<file path="src/rtl/sst_pkg.sv">
package sst_pkg;
   // Width of the status word seen on the register bus.
   localparam int SST_WORD_W = 32;
   // Bit position of the attention summary within the word.
   localparam int SST_ATTN_BIT = SST_WORD_W - 1;

   typedef logic [SST_WORD_W-1:0] sst_word_t;
endpackage

</file>
<file path="src/rtl/sst_slot_decode.sv">
// Turns a strobe plus slot index into a one-hot slot vector; out-of-range
// indices decode to nothing.
module sst_slot_decode #(
   parameter int NUM_SLOTS = 31,
   parameter int IDX_W     = 5
) (
   input  logic                 vld,
   input  logic [IDX_W-1:0]     idx,
   output logic [NUM_SLOTS-1:0] hit
);
   for (genvar i = 0; i < NUM_SLOTS; i++) begin : g_bit
      assign hit[i] = vld && (idx == IDX_W'(i));
   end
endmodule

</file>
<file path="src/rtl/sst_slot_bank.sv">
// One active flag per slot. Set has priority over retire.
module sst_slot_bank #(
   parameter int NUM_SLOTS = 31
) (
   input  logic                 clk,
   input  logic                 rst_n,
   input  logic [NUM_SLOTS-1:0] set_vec,
   input  logic [NUM_SLOTS-1:0] clr_vec,
   output logic [NUM_SLOTS-1:0] active
);
   for (genvar i = 0; i < NUM_SLOTS; i++) begin : g_slot
      always_ff @(posedge clk) begin
         if (!rst_n)
            active[i] <= 1'b0;
         else if (set_vec[i])
            active[i] <= 1'b1;
         else if (clr_vec[i])
            active[i] <= 1'b0;
      end
   end

   AST_SET_STICKS: assert property (@(posedge clk) disable iff (!rst_n)
      (set_vec != '0) |=> ((active & $past(set_vec)) == $past(set_vec)));
   AST_RETIRE_CLEARS: assert property (@(posedge clk) disable iff (!rst_n)
      ((clr_vec & ~set_vec) != '0) |=> ((active & $past(clr_vec & ~set_vec)) == '0));
   AST_HOLD_IDLE: assert property (@(posedge clk) disable iff (!rst_n)
      (set_vec == '0 && clr_vec == '0) |=> $stable(active));
endmodule

</file>
<file path="src/rtl/sst_attn_reduce.sv">
// Attention summary: enabled interrupt conditions OR-ed, completion excluded.
module sst_attn_reduce #(
   parameter int NUM_IRQ      = 8,
   parameter int CMPL_IRQ_BIT = 0
) (
   input  logic [NUM_IRQ-1:0] irq_status,
   input  logic [NUM_IRQ-1:0] irq_en,
   output logic               attn
);
   logic [NUM_IRQ-1:0] live;

   for (genvar i = 0; i < NUM_IRQ; i++) begin : g_line
      if (i == CMPL_IRQ_BIT) begin : g_skip
         assign live[i] = 1'b0;
      end else begin : g_keep
         assign live[i] = irq_status[i] & irq_en[i];
      end
   end

   assign attn = |live;

   always_comb begin
      if (irq_status == irq_status)
         AST_CMPL_SILENT: assert (!(((irq_status & irq_en) == (NUM_IRQ'(1) << CMPL_IRQ_BIT)) && attn));
   end
endmodule

</file>
<file path="src/rtl/sst_read_port.sv">
// Address decode, word assembly and the deferred clear-on-read pulse.
module sst_read_port
   import sst_pkg::*;
#(
   parameter int                NUM_SLOTS = 31,
   parameter int                ADDR_W    = 8,
   parameter logic [ADDR_W-1:0] GLB_ADDR  = 8'h00,
   parameter logic [ADDR_W-1:0] PORT_ADDR = 8'h80
) (
   input  logic                 clk,
   input  logic                 rst_n,
   input  logic                 rd_en,
   input  logic [ADDR_W-1:0]    rd_addr,
   input  logic                 no_clr_on_rd,
   input  logic [NUM_SLOTS-1:0] active,
   input  logic                 attn,
   output sst_word_t            rd_data,
   output logic                 cmpl_stat_clr
);
   localparam int PAD_W = SST_WORD_W - 1 - NUM_SLOTS;

   sst_word_t word;
   logic      addr_hit;

   if (PAD_W == 0) begin : g_full
      assign word = {attn, active};
   end else begin : g_padded
      assign word = {attn, {PAD_W{1'b0}}, active};
   end

   assign addr_hit = rd_en && ((rd_addr == GLB_ADDR) || (rd_addr == PORT_ADDR));
   assign rd_data  = addr_hit ? word : '0;

   always_ff @(posedge clk) begin
      if (!rst_n)
         cmpl_stat_clr <= 1'b0;
      else
         cmpl_stat_clr <= addr_hit && !no_clr_on_rd;
   end

   AST_IDLE_ZERO: assert property (@(posedge clk) disable iff (!rst_n)
      !rd_en |-> (rd_data == '0));
   AST_NO_READ_NO_CLR: assert property (@(posedge clk) disable iff (!rst_n)
      !rd_en |=> !cmpl_stat_clr);
   AST_SUPPRESSED_CLR: assert property (@(posedge clk) disable iff (!rst_n)
      no_clr_on_rd |=> !cmpl_stat_clr);
endmodule

</file>
<file path="src/rtl/slot_status_tracker.sv">
module slot_status_tracker
   import sst_pkg::*;
#(
   parameter int                NUM_SLOTS    = 31,
   parameter int                IDX_W        = 5,
   parameter int                NUM_IRQ      = 8,
   parameter int                CMPL_IRQ_BIT = 0,
   parameter int                ADDR_W       = 8,
   parameter logic [ADDR_W-1:0] GLB_ADDR     = 8'h00,
   parameter logic [ADDR_W-1:0] PORT_ADDR    = 8'h80
) (
   input  logic               clk,
   input  logic               rst_n,
   input  logic               issue_vld,
   input  logic [IDX_W-1:0]   issue_idx,
   input  logic               act_wr_vld,
   input  logic [IDX_W-1:0]   act_wr_idx,
   input  logic               cmpl_vld,
   input  logic [IDX_W-1:0]   cmpl_idx,
   input  logic [NUM_IRQ-1:0] irq_status,
   input  logic [NUM_IRQ-1:0] irq_en,
   input  logic               no_clr_on_rd,
   input  logic               rd_en,
   input  logic [ADDR_W-1:0]  rd_addr,
   output logic [31:0]        rd_data,
   output logic               cmpl_stat_clr
);
   localparam int MAX_SLOTS = SST_WORD_W - 1;

   if (NUM_SLOTS < 1 || NUM_SLOTS > MAX_SLOTS) begin : g_bad_slots
      $error("NUM_SLOTS must lie in 1..%0d", MAX_SLOTS);
   end
   if ((2 ** IDX_W) < NUM_SLOTS) begin : g_bad_idx
      $error("IDX_W too narrow for NUM_SLOTS");
   end
   if (CMPL_IRQ_BIT < 0 || CMPL_IRQ_BIT >= NUM_IRQ) begin : g_bad_irq
      $error("CMPL_IRQ_BIT outside interrupt vector");
   end
   if (GLB_ADDR == PORT_ADDR) begin : g_bad_addr
      $error("alias addresses must differ");
   end

   logic [NUM_SLOTS-1:0] set_direct;
   logic [NUM_SLOTS-1:0] set_indirect;
   logic [NUM_SLOTS-1:0] retire;
   logic [NUM_SLOTS-1:0] active;
   logic                 attn;

   sst_slot_decode #(.NUM_SLOTS(NUM_SLOTS), .IDX_W(IDX_W)) u_dec_issue (
      .vld(issue_vld), .idx(issue_idx), .hit(set_direct));
   sst_slot_decode #(.NUM_SLOTS(NUM_SLOTS), .IDX_W(IDX_W)) u_dec_act (
      .vld(act_wr_vld), .idx(act_wr_idx), .hit(set_indirect));
   sst_slot_decode #(.NUM_SLOTS(NUM_SLOTS), .IDX_W(IDX_W)) u_dec_cmpl (
      .vld(cmpl_vld), .idx(cmpl_idx), .hit(retire));

   sst_slot_bank #(.NUM_SLOTS(NUM_SLOTS)) u_bank (
      .clk(clk), .rst_n(rst_n),
      .set_vec(set_direct | set_indirect),
      .clr_vec(retire),
      .active(active));

   sst_attn_reduce #(.NUM_IRQ(NUM_IRQ), .CMPL_IRQ_BIT(CMPL_IRQ_BIT)) u_attn (
      .irq_status(irq_status), .irq_en(irq_en), .attn(attn));

   sst_read_port #(
      .NUM_SLOTS(NUM_SLOTS), .ADDR_W(ADDR_W),
      .GLB_ADDR(GLB_ADDR), .PORT_ADDR(PORT_ADDR)
   ) u_rd (
      .clk(clk), .rst_n(rst_n),
      .rd_en(rd_en), .rd_addr(rd_addr), .no_clr_on_rd(no_clr_on_rd),
      .active(active), .attn(attn),
      .rd_data(rd_data), .cmpl_stat_clr(cmpl_stat_clr));

   AST_DIRECT_SETS: assert property (@(posedge clk) disable iff (!rst_n)
      (issue_vld && (int'(issue_idx) < NUM_SLOTS)) |=> (active[$past(issue_idx)] == 1'b1));
   AST_INDIRECT_SETS: assert property (@(posedge clk) disable iff (!rst_n)
      (act_wr_vld && (int'(act_wr_idx) < NUM_SLOTS)) |=> (active[$past(act_wr_idx)] == 1'b1));
endmodule

</file>
<file path="config.mk">
export PLATFORM = sky130hd
export DESIGN_NAME = slot_status_tracker
export DESIGN_NICKNAME = d
export VERILOG_FILES = /design/src/rtl/sst_pkg.sv /design/src/rtl/sst_slot_decode.sv /design/src/rtl/sst_slot_bank.sv /design/src/rtl/sst_attn_reduce.sv /design/src/rtl/sst_read_port.sv /design/src/rtl/slot_status_tracker.sv
export SDC_FILE = /design/constraint.sdc
export NUM_CORES = 1
export LEC_CHECK = 0
export ABC_AREA = 1
export BUFFER_PORTS_ARGS = -buffer_cell sky130_fd_sc_hd__clkbuf_2
export CAP_MARGIN = 20
export CELL_PAD_IN_SITES_DETAIL_PLACEMENT = 1
export CELL_PAD_IN_SITES_GLOBAL_PLACEMENT = 1
export CORE_AREA = 2 2 84 86
export CTS_CLUSTER_DIAMETER = 200
export CTS_CLUSTER_SIZE = 16
export DETAILED_ROUTE_END_ITERATION = 10
export DIE_AREA = 0 0 86 88
export PLACE_DENSITY = 0.84
export SLEW_MARGIN = 5
export SYNTH_ARGS = -nofsm -noshare
export SYNTH_HDL_FRONTEND = slang
export SYNTH_SLANG_ARGS = --single-unit
</file>
<file path="constraint.sdc">
create_clock -name clk -period 1.2 [get_ports clk]
set_input_delay 0.06 -clock clk [delete_from_list [all_inputs] [get_ports clk]]
set_output_delay 0.06 -clock clk [all_outputs]
set_load 0.05 [all_outputs]
</file>
==> parameters.txt, run 1 <==
Parameter                              Value

Routing
  DRT Wirelength ... 7.831 mm
  Wire length per cell after detailed routing ... 13.86 microns
  DR iter-0 viols ... 90
  Number of vias in the routed layout ... 2783
  Count of antenna-violating nets left after detailed routing ... 0
  Via density per instance ... 4.926
  Length of the first detailed-routing pass in iterations ... 4
  Drt drc ... 0

Worst setup path
  Sort of element at the end of the critical path ... primary output
  Maximum net fanout on the critical path ... 2
  Critical path launch point type ... flop
  Required @ worst endpoint ... 1140 ps
  Cells traversed along the worst timing path ... inv_1 > nor2_1 > buf_2
  Delay of the slowest cell on the worst path ... 350 ps
  Slowest library cell on the worst path ... sky130_fd_sc_hd__dfxtp_1
  Worst Path Class, Setup ... reg2out
  Arrival time at the worst endpoint ... 1080 ps

Floorplanning
  Number of placement rows ... 30
  Vertical die dimension ... 88 microns
  DIE AREA ... 7568 sq um
  I/O pin count ... 79
  Die Span X ... 86 microns
  Initial Utilization ... 0.3476
  Area of the core ... 6644 sq um

Place
  Pre-CTS setup slack ... 53.78 ps
  PortBufs ... 75
  Post-placement cell area ... 3020 sq um
  Final HPWL DP ... 5.984 mm
  Final weighted congestion in routability-driven placement ... 0.8479
  # placed instances ... 556

STA
  Setup-failing EPs final ... 0
  Final hold violation count ... 0
  Tmin final ... 1142 ps
  Maximum achievable frequency ... 0.8759 GHz
  Clock Skews ... 0 ps
  Total count of max-transition violations in the final report ... 0
  Setup slack after layout ... 58.32 ps
  Final period utilization ... 0.9514
  Slew @ Worst Pin ... 387.1 ps
  Max-slew headroom at the worst pin ... 0.7413

Layout
  Antenna diode instance count ... 0
  Fraction of final layout cells with drive strength greater than 1 ... 0.2660
  Summed area of non-filler cells in the final layout ... 3174 sq um
  Area Overhead vs Synth ... 37.43%
  Post-route non-filler standard cell count ... 565
  Count of nets after finishing ... 530

Power and ir drop
  LEAKAGE ... 1.412 nW
  Gate power share ... 0.162
  Fraction of power spent switching nets ... 0.2757
  Worst supply voltage drop on vdd ... 362.8 uV
  Pwr Density ... 853.2 nW/um^2
  Clock network fraction of total power ... 0.432
  Sequential share of power ... 0.406
  Net Switching ... 0.0007466 W
  Internal power ... 0.001962 W

Clocking
  TritonCTS buffer count ... 5
  Max Root-Sink Buffers ... 2
  CTS Sinks ... 32
  Clock transition time at the flip-flop clock pins of the worst setup and hold paths ... 70 ps
  CTS tree ... yes
  Worst skew pair latency ... 300 ps
  Post-CTS Repair Setup Buffers ... 0
  # H-tree levels ... 2
  CTS Root Cell ... sky130_fd_sc_hd__clkbuf_8

Synthesis
  Proportion of netlist area held by the largest area contributor ... 0.2774
  Synthesized cell area ... 2310 sq um
  Number of distinct library cells after synthesis ... 20
  Yosys reg bits ... 32
  Number of cells produced by synthesis ... 407
  Mapped Nets ... 453
  Cell taking the most area after synthesis ... sky130_fd_sc_hd__dfxtp_1
  Mapped Avg Cell Area ... 5.675 sq um
  Post-synthesis sequential area ratio ... 0.2774
  Top area cells in the synthesized netlist ... sky130_fd_sc_hd__dfxtp_1 (28%), sky130_fd_sc_hd__nand2_1 (16%), sky130_fd_sc_hd__inv_1 (12%), sky130_fd_sc_hd__nand3_1 (11%), sky130_fd_sc_hd__nor2_1 (10%)
  Number of warnings issued by yosys ... 0

GRT
  Global-route wire length before repair ... 12.72 mm
  Number of antenna violations at the first check in global routing ... 0
  Vias in the first global route ... 2759
  All-layer global routing usage ... 0.2128
  Remaining global-route overflow ... 0
  Pin count of the biggest net entering global routing ... 33

Run status
  Outcome ... finished, final reports clean

Worst hold path
  Min-Delay Path Class ... in2reg

Flow run
  Count of max-cap constraint violations ... 0
## synth_stat cells, drive strengths merged
cell type	number
nor3	1
inv	87
clkbuf	6
nand4	1
nor2	77
nand3	53
dfxtp	32
a31oi	1
buf	5
nand2	97
o21ai	18
a21oi	29
## registers in the layout (all words and copies together) (netlist names)
signal              flops
u_bank.active          31
u_rd.cmpl_stat_clr      1
## critical path: cells and delay by family, from the launching register on
| kind | cells | cell delay, ps |
|---|---|---|
| simple gates | 1 | 100 |
| flops | 1 | 350 |
| buf+inv | 2 | 320 |
## routing by layer
| layer | global-route usage | up-vias | share of wire |
|---|---|---|---|
| met1 | 0.2658 | 1296 | 0.44 |
| met5 | 0 | - | 0 |
| li1 | - | 1389 | - |
| met4 | 0.08369 | 0 | 0.022 |
| met2 | 0.3643 | 85 | 0.48 |
| met3 | 0.03770 | 13 | 0.061 |
## placed cells by master (no fill, tap or decap)
master / count
sky130_fd_sc_hd__nand3_1: 53
sky130_fd_sc_hd__nand4_1: 1
sky130_fd_sc_hd__nor3_1: 1
sky130_fd_sc_hd__a21oi_1: 20
sky130_fd_sc_hd__o21ai_1: 14
sky130_fd_sc_hd__dfxtp_1: 32
sky130_fd_sc_hd__o21ai_0: 4
sky130_fd_sc_hd__bufinv_16: 1
sky130_fd_sc_hd__dlygate4sd3_1: 1
sky130_fd_sc_hd__nor2_4: 6
sky130_fd_sc_hd__nand2_1: 96
sky130_fd_sc_hd__nor2_2: 11
sky130_fd_sc_hd__buf_2: 5
sky130_fd_sc_hd__a21oi_2: 9
sky130_fd_sc_hd__nand2_2: 1
sky130_fd_sc_hd__a31oi_1: 1
sky130_fd_sc_hd__buf_4: 3
sky130_fd_sc_hd__clkbuf_8: 7
sky130_fd_sc_hd__nor2_1: 60
sky130_fd_sc_hd__clkbuf_4: 5
sky130_fd_sc_hd__inv_1: 73
sky130_fd_sc_hd__buf_12: 18
sky130_fd_sc_hd__clkbuf_2: 49
sky130_fd_sc_hd__inv_2: 14
## worst paths after layout
check / startpoint / to / slack [ps] / cells after the start
max reg2reg: u_bank.active[11] / u_bank.active[11] / 530 / 4
max: u_bank.active[1] / rd_data[1] / 60 / 3
min reg2reg: u_bank.active[10] / u_bank.active[10] / 480 / 2
min: rst_n / u_bank.active[21] / 200 / 4
## final cells by class
class | instances | area [sq um]
clock inverters | 1 | 30.03
well taps | 80 | 100.1
repair buffers | 81 | 700.7
fillers | 927 | 3470
multi-input cells | 277 | 1280
inverters | 87 | 326.6
flip-flops and latches | 32 | 640.6
clock buffers | 7 | 96.34
## power groups by stage
stage | clock (W) | sequential (W) | combinational (W)
global placement | 0 | 0.00112 | 0.000412
detailed placement | 0 | 0.00112 | 0.000430
finish | 0.00117 | 0.00110 | 0.000438
floorplan | 0 | 0.00112 | 0.000252
global route | 0.00124 | 0.00110 | 0.000486
CTS | 0.00117 | 0.00110 | 0.000436
## cells by family (layout without fill, tap and decap cells)
kind of cell           Yosys count  after routing  synth area share
buffers and inverters           98            176            0.1706
flip-flops                      32             32            0.2774
AO/OA/AOI/OAI                   48             48            0.1192
AND/OR/NAND/NOR                229            229            0.4328
## through the flow
step                setup TNS (ps)  utilization  hold slack, ps  total power, W
finish                           0       0.4778           200.5        0.002708
global route                -24.47       0.4778           220.6        0.002825
global placement                 0       0.4546           230.4        0.001535
floorplan                    -2634            -           139.3        0.001372
detailed placement               0       0.4546           231.5        0.001554
CTS                              0       0.4751           209.7        0.002709
## what timing repair did
action | CTS | global route
endpoints found under the setup margin | 0 | 12
endpoints found under the hold margin | 1 | 0
gates resized for setup | 0 | 17
hold buffers | 1 | 0
No activity file was read; power rests on OpenSTA's default activity.
==> run 2, diff against run 1 <==
==> constraint.sdc (replaced) <==
create_clock -name clk -period 1.2 [get_ports clk]
set_input_delay 0.24 -clock clk [delete_from_list [all_inputs] [get_ports clk]]
set_output_delay 0.24 -clock clk [all_outputs]
set_load 0.05 [all_outputs]
==> parameters.txt, run 2 (synthesis gave the netlist of run 1 again) <==
Parameter                              Value

Run status
  Outcome ... finished with violations
  Violated checks ... negative setup slack

GRT
  Number of antenna violations at the first check in global routing ... 0 (unchanged)
  All-layer global routing usage ... 0.2832 (+0.07045)
  Global-route wire length before repair ... 16.70 mm (+31%)
  Vias in the first global route ... 3287 (+19%)
  Remaining global-route overflow ... 0 (unchanged)
  Pin count of the biggest net entering global routing ... 33 (unchanged)

STA
  Setup-failing EPs final ... 32 (+32)
  Maximum achievable frequency ... 0.6547 GHz (-25%)
  Slew @ Worst Pin ... 380.2 ps (-6.954 ps)
  Max-slew headroom at the worst pin ... 0.7456 (+0.004312)
  Tmin final ... 1528 ps (+385.9 ps)
  Setup slack after layout ... -327.5 ps (-385.9 ps)
  Clock Skews ... 0 ps (unchanged)
  Final period utilization ... 1.273 (+0.3215)
  Final hold violation count ... 0 (unchanged)
  RSZ-0062 raised after global routing ... yes
  Total count of max-transition violations in the final report ... 0 (unchanged)

Clocking
  Hold-fix buffers, CTS ... 0 (-1)
  Worst skew pair latency ... 290 ps (about the same)
  TritonCTS buffer count ... 5 (unchanged)
  CTS Root Cell ... sky130_fd_sc_hd__clkbuf_8
  Max Root-Sink Buffers ... 2 (unchanged)
  CTS Sinks ... 32 (unchanged)
  # H-tree levels ... 2 (unchanged)
  CTS tree ... yes
  Clock transition time at the flip-flop clock pins of the worst setup and hold paths ... 70 ps (about the same)

Layout
  Most flop-heavy register ... u_bank.active
  Fraction of final layout cells with drive strength greater than 1 ... 0.3502 (+0.08422)
  Count of nets after finishing ... 539 (+1.7%)
  Area Overhead vs Synth ... 60.18%
  Antenna diode instance count ... 0 (unchanged)
  Most common cell after layout, fill and taps aside ... sky130_fd_sc_hd__nand2_1
  Leading registers by flop count ... u_bank.active (31), u_rd.cmpl_stat_clr (1)
  Summed area of non-filler cells in the final layout ... 3700 sq um (+17%)
  Number of filler cells placed in the layout ... 877 (-5.4%)
  Flip-flop count of the largest register, all copies and words added ... 31 (unchanged)
  Commonest cells after routing, fill and taps aside ... sky130_fd_sc_hd__nand2_1 (96), sky130_fd_sc_hd__inv_1 (72), sky130_fd_sc_hd__nand3_1 (53), sky130_fd_sc_hd__nor2_4 (39), sky130_fd_sc_hd__clkbuf_2 (39)

Place
  PortBufs ... 75 (unchanged)
  Post-placement cell area ... 3302 sq um (+9.3%)
  Final weighted congestion in routability-driven placement ... 0.8645 (+2.0%)
  Pre-CTS setup slack ... -375.9 ps (-429.7 ps)
  Final HPWL DP ... 6.425 mm (+7.4%)

Worst setup path
  Arrival time at the worst endpoint ... 1290 ps (+210 ps)
  Required @ worst endpoint ... 960 ps (-180 ps)
  Critical path launch point type ... input port
  Worst Path Class, Setup ... in2out
  Sort of element at the end of the critical path ... primary output
  Maximum net fanout on the critical path ... 8 (+6)

Routing
  Drt drc ... 0 (unchanged)
  DR iter-0 viols ... 236 (+160%)
  Count of antenna-violating nets left after detailed routing ... 0 (unchanged)
  Wire length per cell after detailed routing ... 20.19 microns (+46%)
  DRT Wirelength ... 11.59 mm (+48%)
  Number of vias in the routed layout ... 3160 (+14%)
  Length of the first detailed-routing pass in iterations ... 5 (+1)
  Via density per instance ... 5.505 (+12%)

Power and ir drop
  LEAKAGE ... 1.518 nW (+7.5%)
  Worst supply voltage drop on vdd ... 345.8 uV (-4.7%)
  Pwr Density ... 732.4 nW/um^2 (-14%)

Floorplanning
  I/O pin count ... 79 (unchanged)
  Number of placement rows ... 30 (unchanged)
  Initial Utilization ... 0.3476 (unchanged)
  Area of the core ... 6644 sq um (unchanged)
  DIE AREA ... 7568 sq um (unchanged)
  Die Span X ... 86 microns (unchanged)
  Vertical die dimension ... 88 microns (unchanged)

Flow run
  Count of max-cap constraint violations ... 0 (unchanged)

Worst hold path
  Min-Delay Path Class ... in2reg
==> run 2: path summary, 6_finish.rpt <==
check	from	slack, ps	cells after the start	end
max	rd_addr[5]	-330	8	rd_data[25]
min	no_clr_on_rd	130	2	u_rd.cmpl_stat_clr
max reg2reg	u_bank.active[11]	260	4	u_bank.active[11]
min reg2reg	u_bank.active[10]	490	2	u_bank.active[10]
==> run 2: cell type report <==
type,count,area [sq um],share of cell area
multi-input combinational,277,1534,0.4146
timing repair buffer,90,988.4,0.2672
sequential,32,640.6,0.1731
inverter,87,329.1,0.08894
tap,80,100.1,0.02705
clock buffer,6,72.57,0.01961
clock inverter,2,35.03,0.009469
==> run 2: timing repair <==
action,CTS,global route
setup buffers,2,0
gates cloned,1,0
pin swaps,4,8
gates resized for setup,40,33
setup endpoints to repair,32,32
==> run 2: metal layers <==
metal  track usage  up-vias  share of wire
li1              -     1408              -
met1        0.3221     1508           0.38
met2        0.5356      202           0.51
met3       0.04524       42          0.069
met4       0.09524        0          0.040
met5             0        -              0
==> run 2: per-stage QoR <==
| step | power, W | hold WS (ps) | cells | setup TNS (ps) | util |
|---|---|---|---|---|---|
| final | 0.002710 | 130.2 | 574 | -7607 | 0.5569 |
| after detailed placement | 0.001592 | 422.3 | 563 | -8369 | 0.4970 |
| after floorplan | 0.001389 | 319.3 | 407 | -6392 | - |
| after CTS | 0.002591 | 127.4 | 574 | -5796 | 0.5452 |
| after global placement | 0.001570 | 406.6 | 563 | -7118 | 0.4970 |
| after global routing | 0.002784 | 130.8 | 574 | -9303 | 0.5569 |
==> run 2: power by group <==
| part | switching [W] | internal, W | total, W |
|---|---|---|---|
| Sequential | 0.0000171 | 0.00109 | 0.00110 |
| Combinational | 0.000370 | 0.000170 | 0.000540 |
| Clock | 0.000449 | 0.000617 | 0.00107 |
| Total | 0.000836 | 0.00187 | 0.00271 |
==> run 2: critical path, stage by stage <==
cell                       delay [ps]
sky130_fd_sc_hd__clkbuf_2          90
sky130_fd_sc_hd__nor2_2           110
sky130_fd_sc_hd__nand4_1          140
sky130_fd_sc_hd__buf_6            160
sky130_fd_sc_hd__buf_12           150
sky130_fd_sc_hd__buf_12           130
sky130_fd_sc_hd__nor2_4           110
sky130_fd_sc_hd__buf_12           140
